<file path="config.mk">
export PLATFORM = sky130hd
export DESIGN_NAME = kev_evolve
export DESIGN_NICKNAME = d
export VERILOG_FILES = /design/src/rtl/kev_pkg.sv /design/src/rtl/kev_rst_sync.sv /design/src/rtl/kev_rcon_sel.sv /design/src/rtl/kev_const_add.sv /design/src/rtl/kev_row_rotate.sv /design/src/rtl/kev_evolve.sv
export SDC_FILE = /design/constraint.sdc
export NUM_CORES = 1
export LEC_CHECK = 0
export CORE_MARGIN = 5
export CORE_UTILIZATION = 46
export DETAILED_ROUTE_END_ITERATION = 6
export PLACE_DENSITY = 0.9
export SYNTH_ARGS = -nofsm -noshare
export SYNTH_HDL_FRONTEND = slang
export SYNTH_HIERARCHICAL = 1
export SYNTH_SLANG_ARGS = --single-unit
</file>
<file path="constraint.sdc">
create_clock -name clk -period 7 [get_ports clk]
set_clock_uncertainty 0.2 [all_clocks]
set_input_delay 2.1 -clock clk [delete_from_list [all_inputs] [get_ports clk]]
set_output_delay 2.1 -clock clk [all_outputs]
set_load 0.02 [all_outputs]
</file>
<file path="src/rtl/kev_pkg.sv">
package kev_pkg;
  typedef enum logic {
    KEV_BWD = 1'b0,
    KEV_FWD = 1'b1
  } kev_dir_e;

  // Bit offset of element (row, col) in a column-major byte matrix
  function automatic int kev_elem_lsb(input int row, input int col,
                                      input int rows, input int bw);
    return bw * (row + rows * col);
  endfunction
endpackage

</file>
<file path="src/rtl/kev_rst_sync.sv">
module kev_rst_sync (
  input  logic clk,
  input  logic rst_n,
  output logic rst_sync_n
);
  logic [1:0] sync_q;

  always_ff @(posedge clk or negedge rst_n) begin
    if (!rst_n) sync_q <= 2'b00;
    else        sync_q <= {sync_q[0], 1'b1};
  end

  assign rst_sync_n = sync_q[1];
endmodule

</file>
<file path="src/rtl/kev_rcon_sel.sv">
module kev_rcon_sel #(
  parameter int NCONST = 10,
  parameter int ROWW   = 32,
  parameter int IDXW   = 4,
  parameter logic [NCONST*ROWW-1:0] RCON_TBL = '0
) (
  input  logic [IDXW-1:0] round_i,
  output logic [ROWW-1:0] rc_o
);
  localparam logic [IDXW-1:0] LAST = IDXW'(NCONST - 1);

  logic [IDXW-1:0] sel;

  // indices past the last entry saturate
  always_comb begin
    sel  = (round_i > LAST) ? LAST : round_i;
    rc_o = RCON_TBL[sel*ROWW +: ROWW];
  end
endmodule

</file>
<file path="src/rtl/kev_const_add.sv">
module kev_const_add
  import kev_pkg::*;
#(
  parameter int ROWS = 3,
  parameter int COLS = 4,
  parameter int BW   = 8
) (
  input  logic [ROWS*COLS*BW-1:0] din,
  input  logic [COLS*BW-1:0]      rc,
  output logic [ROWS*COLS*BW-1:0] dout
);
  for (genvar c = 0; c < COLS; c++) begin : g_col
    for (genvar r = 0; r < ROWS; r++) begin : g_row
      localparam int LSB = kev_elem_lsb(r, c, ROWS, BW);
      if (r == 0) begin : g_inject
        assign dout[LSB +: BW] = din[LSB +: BW] ^ rc[c*BW +: BW];
      end else begin : g_pass
        assign dout[LSB +: BW] = din[LSB +: BW];
      end
    end
  end
endmodule

</file>
<file path="src/rtl/kev_row_rotate.sv">
module kev_row_rotate
  import kev_pkg::*;
#(
  parameter int ROWS    = 3,
  parameter int COLS    = 4,
  parameter int BW      = 8,
  parameter bit INVERSE = 1'b0
) (
  input  logic [ROWS*COLS*BW-1:0] din,
  output logic [ROWS*COLS*BW-1:0] dout
);
  for (genvar r = 0; r < ROWS; r++) begin : g_row
    // forward: row 1 one left, row 2 one right, others fixed
    localparam int FWD_AMT = (r == 1) ? 1 : ((r == 2) ? COLS - 1 : 0);
    localparam int AMT     = INVERSE ? (COLS - FWD_AMT) % COLS : FWD_AMT;
    for (genvar c = 0; c < COLS; c++) begin : g_col
      localparam int SRC = (c + AMT) % COLS;
      assign dout[kev_elem_lsb(r, c, ROWS, BW) +: BW] =
             din[kev_elem_lsb(r, SRC, ROWS, BW) +: BW];
    end
  end
endmodule

</file>
<file path="src/rtl/kev_evolve.sv">
module kev_evolve
  import kev_pkg::*;
#(
  parameter int ROWS   = 3,
  parameter int COLS   = 4,
  parameter int BW     = 8,
  parameter int NCONST = 10,
  localparam int ROWW  = COLS * BW,
  localparam int KEYW  = ROWS * COLS * BW,
  localparam int IDXW  = (NCONST > 1) ? $clog2(NCONST) : 1,
  parameter logic [NCONST*ROWW-1:0] RCON_TBL = {
    32'h5e0b_71c4, 32'h93d6_2a0f, 32'h2c87_e513, 32'h7a41_9fd8,
    32'hc63e_0b57, 32'h18f2_d46a, 32'hb5a9_3c81, 32'h4f70_a2e6,
    32'he21d_58b9, 32'h0936_cf7d}
) (
  input  logic            clk,
  input  logic            rst_n,
  input  logic            load_i,
  input  logic [KEYW-1:0] key_i,
  input  logic            step_i,
  input  logic            fwd_i,
  input  logic [IDXW-1:0] round_i,
  input  logic [KEYW-1:0] hook_in_i,
  output logic [KEYW-1:0] hook_out_o,
  output logic [KEYW-1:0] key_o
);
  logic            rst_core_n;
  kev_dir_e        dir;
  logic [ROWW-1:0] rc;
  logic [KEYW-1:0] key_q, key_d;
  logic            key_en;
  logic [KEYW-1:0] fwd_added, fwd_rotated;
  logic [KEYW-1:0] bwd_rotated, bwd_added;

  kev_rst_sync u_rst (.clk(clk), .rst_n(rst_n), .rst_sync_n(rst_core_n));

  kev_rcon_sel #(.NCONST(NCONST), .ROWW(ROWW), .IDXW(IDXW), .RCON_TBL(RCON_TBL))
    u_rcon (.round_i(round_i), .rc_o(rc));

  // forward path: constant, then rotation
  kev_const_add #(.ROWS(ROWS), .COLS(COLS), .BW(BW))
    u_add_fwd (.din(key_q), .rc(rc), .dout(fwd_added));
  kev_row_rotate #(.ROWS(ROWS), .COLS(COLS), .BW(BW), .INVERSE(1'b0))
    u_rot_fwd (.din(fwd_added), .dout(fwd_rotated));

  // backward path: (external inverse mixing), inverse rotation, constant
  kev_row_rotate #(.ROWS(ROWS), .COLS(COLS), .BW(BW), .INVERSE(1'b1))
    u_rot_bwd (.din(hook_in_i), .dout(bwd_rotated));
  kev_const_add #(.ROWS(ROWS), .COLS(COLS), .BW(BW))
    u_add_bwd (.din(bwd_rotated), .rc(rc), .dout(bwd_added));

  always_comb begin
    dir        = kev_dir_e'(fwd_i);
    hook_out_o = (dir == KEV_FWD) ? fwd_rotated : key_q;
    key_en     = load_i | step_i;
    if (load_i)              key_d = key_i;
    else if (dir == KEV_FWD) key_d = hook_in_i;
    else                     key_d = bwd_added;
  end

  always_ff @(posedge clk or negedge rst_core_n) begin
    if (!rst_core_n)  key_q <= '0;
    else if (key_en)  key_q <= key_d;
  end

  assign key_o = key_q;
endmodule

</file>
# [After elaboration in Yosys (flattened, before gate mapping)]
# Index checks and enable logic that the tools add are counted.
[word_totals] word_cells=17 regBits=98 input_bits=201 out_inout_bits=192
[classes] mux=4 order_cmp=1 shift=1 bitwise_logic=9
[op_table] cell="320-bit by 10-bit indexed part select with 32-bit output (first input constant)" n=1
[op_table] cell="96-bit two-way mux" n=3
[op_table] cell="8-bit bitwise XOR" n=8
[op_table] cell="4-bit > comparator (second input constant)" n=1
[op_table] cell="4-bit two-way mux" n=1
[op_table] cell="1-bit bitwise OR" n=1

# [Depth between registers and ports, before layout]
[depth] word_depth=6 ltp_mapped=10 ltp_nobuf=8

# [By module]
# Netlist, hierarchy kept.
[by_module_without_submodules] module="kev_evolve" cells_each=641 instances=1 seq_area_each_um2=2402.3 area_each_um2=7135.6
[by_module_without_submodules] module="kev_const_add" cells_each=96 instances=2 seq_area_each_um2=0.0 area_each_um2=760.7
[by_module_without_submodules] module="kev_row_rotate" cells_each=96 instances=2 seq_area_each_um2=0.0 area_each_um2=720.7
[by_module_without_submodules] module="kev_rcon_sel" cells_each=87 instances=1 seq_area_each_um2=0.0 area_each_um2=591.8
[by_module_without_submodules] module="kev_rst_sync" cells_each=3 instances=1 seq_area_each_um2=50.0 area_each_um2=53.8

# [Least setup slack after synthesis]
# Ideal clock, no wire load.
[synth_timing] kind="in2out" startpoint="input round_i[3]" endpoint="output hook_out_o[30]" arrival_ns=4.239 stages=10 path_slack_ns=0.461 path_cell_list="buf_2 -> buf_4 -> nor2b_1 -> inv_1 -> ha_1 -> and2_1 -> o31ai_1 -> xor2_1 -> buf_4 -> mux2_1"
[synth_between] elab_chain_cells=5
[synth_rtl] item="start: declaration" line="kev_evolve.sv:22" source="input logic [IDXW-1:0] round_i,"
[synth_rtl] item="4-bit > comparator" line="kev_rcon_sel.sv:16" source="sel = (round_i > LAST) ? LAST : round_i;"
[synth_rtl] item="4-bit two-way mux *" line="kev_rcon_sel.sv:16"
[synth_rtl] item="320-bit by 10-bit indexed part select with 32-bit output *" line="kev_rcon_sel.sv:17" source="rc_o = RCON_TBL[sel*ROWW +: ROWW];"
[synth_rtl] item="via rc[14]" line="kev_evolve.sv:29" source="logic [ROWW-1:0] rc;"
[synth_rtl] item="8-bit bitwise XOR *" line="kev_const_add.sv:16" source="assign dout[LSB +: BW] = din[LSB +: BW] ^ rc[c*BW +: BW];"
[synth_rtl] item="via fwd_added[30]" line="kev_evolve.sv:32" source="logic [KEYW-1:0] fwd_added, fwd_rotated;"
[synth_rtl] item="96-bit two-way mux *" line="kev_evolve.sv:54" source="hook_out_o = (dir == KEV_FWD) ? fwd_rotated : key_q;"
[synth_rtl] item="end: declaration" line="kev_evolve.sv:24" source="output logic [KEYW-1:0] hook_out_o,"
# The timed path passes the listed nets; every way through them passes the cells marked *.

# [Final worst setup path]
[layout_timing] startpoint="input round_i[3]" endpoint="output hook_out_o[50]"
# Same word-level chain as after synthesis.

==> results by group <==
Pwr
  – Clock group share of total power: a little under a quarter
  – Net Sw Frac: roughly 36%
  – Worst vdd ir: 0.0890 mV
  – Internal: around 1.4 mW
  – Power Density: roughly 170 nW/um2
  – Flop pwr share: 32.1%
  – Pleak: between 5 and 6 nW
  – Comb pwr share: 45.1%
  – Net switching power of the design: roughly 790 uW

Cells and area
  – Area Growth Syn to Fin: 19.7%
  – Fillcell total: 2032
  – Share of cells above drive strength 1: about an eighth
  – Final instance area: 12900 um2
  – Nets: 1393
  – Finished Core Util: between 50% and 60%

Detailed routing
  – Vias: ~7.9k
  – 1st-iter DRT viols: 434
  – DR top layer: met4
  – WL met2: 15.0 mm
  – Routed len/inst: ~19 um
  – Post-route DRC violation count: 0
  – Detailed-route wire length: ~30 mm
  – First-pass DRT Iterations: 5
  – Post-DRT Antenna Nets: 0
  – Metal3 WL: 2.24 mm
  – M1 wire length: 11.1 mm
  – Vias per cell: 5.21

Clocking
  – Clock Tree Root: clkbuf_16
  – Clk_lat worst skew: between 0.3 and 0.4 ns
  – TritonCTS clock tree: yes
  – H-tree depth: 3
  – Clock Sinks: 98
  – CTS Buf Count: 9
  – Setup Buffers After CTS: 0
  – Reg clk slew, reported paths: 0.07 ns
  – Worst-case clock buffer depth: 2

Setup path
  – Setup crit end kind: primary output
  – Critical Path AT: 4.62 ns
  – Startpoint types: input pin
  – Worst setup path class: in2out
  – CP Max Fanout: 5
  – Worst path required time: roughly 4.7 ns

Die
  – Die W: about 160 um
  – Initial Utilization: 46.2%
  – Die ar.: approximately 27000 um2
  – Top Ports: around 390
  – Die H: ~160 um
  – Core Rows: 56
  – Core area: between 20000 and 25000 um2

Yosys
  – Post-synthesis sequential area ratio: 22.8%
  – EDFF count, synth: 0
  – Post-Syn Area: 10700 um2
  – Ys async rst share: 100%
  – Ys flop type: dfrtp_1
  – Largest area contributor in the netlist: dfrtp_1
  – Distinct cells, synth: 37
  – Yosys top cell area share: between 20 and 25%
  – Yosys warns: 6
  – Yosys reg bits: 98
  – Largest cells by area after synthesis: dfrtp_1, buf_4, mux2_1
  – Syn Area/Cell: roughly 9.6 um2
  – Syn_nets: 1324
  – Mapped Cells: around 1.1k

STA
  – Endpoints failing setup: 0
  – Max frequency: about 0.14 GHz
  – Worst slew pin tran: 0.910 ns
  – Fin crit period: 6.92 ns
  – Final hold vios: 0
  – Final period util: 98.8%
  – Fin. max-slew vios: 0
  – Worst rel slew slack: 39.4%
  – RSZ-0062 raised after global routing: yes
  – PnR worst setup slack: between 0.08 and 0.09 ns

Global routing
  – Gr usage total: 21.1%
  – Initial antenna violation count: 1
  – Vias in the first global route: 8307
  – GRT overflow: 0
  – Largest net degree at the start of global routing: slightly below 100
  – First-pass GRT wire length: between 40 and 50 mm

Placed design
  – Routability cong.: 0.922
  – DP Worst Slack: -0.214 ns
  – DP Wirelength: 22.0 mm
  – IO buf count: just under 400
  – Post-place instance area: 12500 um2

Worst hold path
  – Class of the worst hold path: reg2reg

Outcome
  – Status: completed

Flow run
  – Max cap viols: 0
==> sequential cells by signal, indices dropped and copies added (netlist names) <==
signal        flops
key_o            96
u_rst/sync_q      2
==> repair_timing <==
action,4_1_cts,5_1_grt
gates resized for setup,37,15
pin swaps,0,2
hold buffers,0,0
setup endpoints to repair,27,16
==> final cells by class <==
class                   count  area, um2  share of cell area [%]
diodes                      1       2.50                  0.0195
clock buffers              11        243                    1.89
clock inverters             5       38.8                   0.301
inverters                   4       15.0                   0.117
multi-input cells         621       5370                    41.7
flip-flops and latches     98       2460                    19.1
well taps                 319        399                    3.10
repair buffers            450       4350                    33.8
==> layout by cell type, fill, tap and decap left out, drive strengths merged, types with 2 or more instances in the layout <==
master / Yosys / layout
or3b: 96 / 96
o211ai: 97 / 97
mux2: 97 / 97
a211oi: 2 / 2
buf: 384 / 61
nand3: 2 / 2
a31oi: 10 / 10
nor3: 2 / 2
nand2b: 11 / 11
xor2: 64 / 64
dlygate4sd2: 0 / 23
inv: 4 / 5
nand2: 103 / 103
ha: 8 / 8
clkinv: 0 / 3
a21oi: 3 / 3
o31ai: 8 / 8
and2: 4 / 4
a21o: 3 / 3
nor2b: 9 / 9
mux2i: 96 / 96
clkbuf: 4 / 13
dfrtp: 98 / 98
clkdlybuf4s50: 0 / 362
o21ai: 2 / 2
==> metrics by stage <==
stage               hold slack [ns]  instances  TNS [ns]  total power [mW]
floorplan                     0.131       1115         0              1.41
global placement              0.137       1492     -1.84              1.68
detailed placement            0.137       1492     -3.17              1.70
CTS                           0.155       1508  -0.00437              2.19
global route                  0.168       1509   -0.0190              2.29
finish                        0.153       1509         0              2.17
==> critical path, cell delays in order <==
cell             delay [ns]
clkdlybuf4s50_1        0.49
nor2b_1                0.18
inv_1                  0.11
ha_1                   0.26
nor2b_2                0.31
a31oi_2                0.11
xor2_1                 0.19
mux2_1                 0.29
clkdlybuf4s50_1        0.56
==> layer usage <==
metal | vias up | track usage, %
met1 | 3800 | 24.3
met3 | 51 | 5.77
met5 | - | 0
met2 | 326 | 37.7
li1 | 3690 | -
met4 | 0 | 7.40
==> power by group through the flow <==
| stage | Sequential [mW] | Clock, mW | Combinational (mW) |
|---|---|---|---|
| 2_1_floorplan | 0.759 | 0 | 0.651 |
| 3_5_place_dp | 0.706 | 0 | 0.993 |
| 3_3_place_gp | 0.703 | 0 | 0.977 |
| 4_1_cts | 0.697 | 0.516 | 0.981 |
| 6_report | 0.697 | 0.496 | 0.978 |
| 5_1_grt | 0.708 | 0.541 | 1.04 |
==> logic make-up after synthesis <==
kind of cell	share of synthesized area, %
simple gates	13.2
mux	19.1
buf+inv	28.2
fa+ha+maj	0.932
flops	22.8
compound gates	10.5
xor+xnor	5.22
other cells	0.0349
==> cells in the mapped netlist (11+ instances only) <==
| master | number |
|---|---|
| buf_4 | 324 |
| nand2_1 | 103 |
| dfrtp_1 | 98 |
| mux2i_1 | 96 |
| or3b_1 | 96 |
| mux2_1 | 86 |
| xor2_1 | 64 |
| o211ai_1 | 57 |
| o211ai_2 | 40 |
| buf_6 | 33 |
| buf_2 | 27 |
| nand2b_1 | 11 |
==> worst paths after layout <==
path / startpoint / end / slack, ns / cells past startpoint
setup / recovery: round_i[3] / hook_out_o[50] / 0.08 / 9
hold / removal: u_rst/sync_q[0] / u_rst/sync_q[1] / 0.15 / 0
setup reg to reg: u_rst/sync_q[1] / key_o[70] / 5.27 / 1
hold reg to reg: u_rst/sync_q[0] / u_rst/sync_q[1] / 0.15 / 0
max in group asynchronous: rst_n / u_rst/sync_q[1] / 4.76 / 1
min in group asynchronous: u_rst/sync_q[1] / key_o[6] / 0.18 / 0
Note: power is estimated with default switching activity, not from simulation.
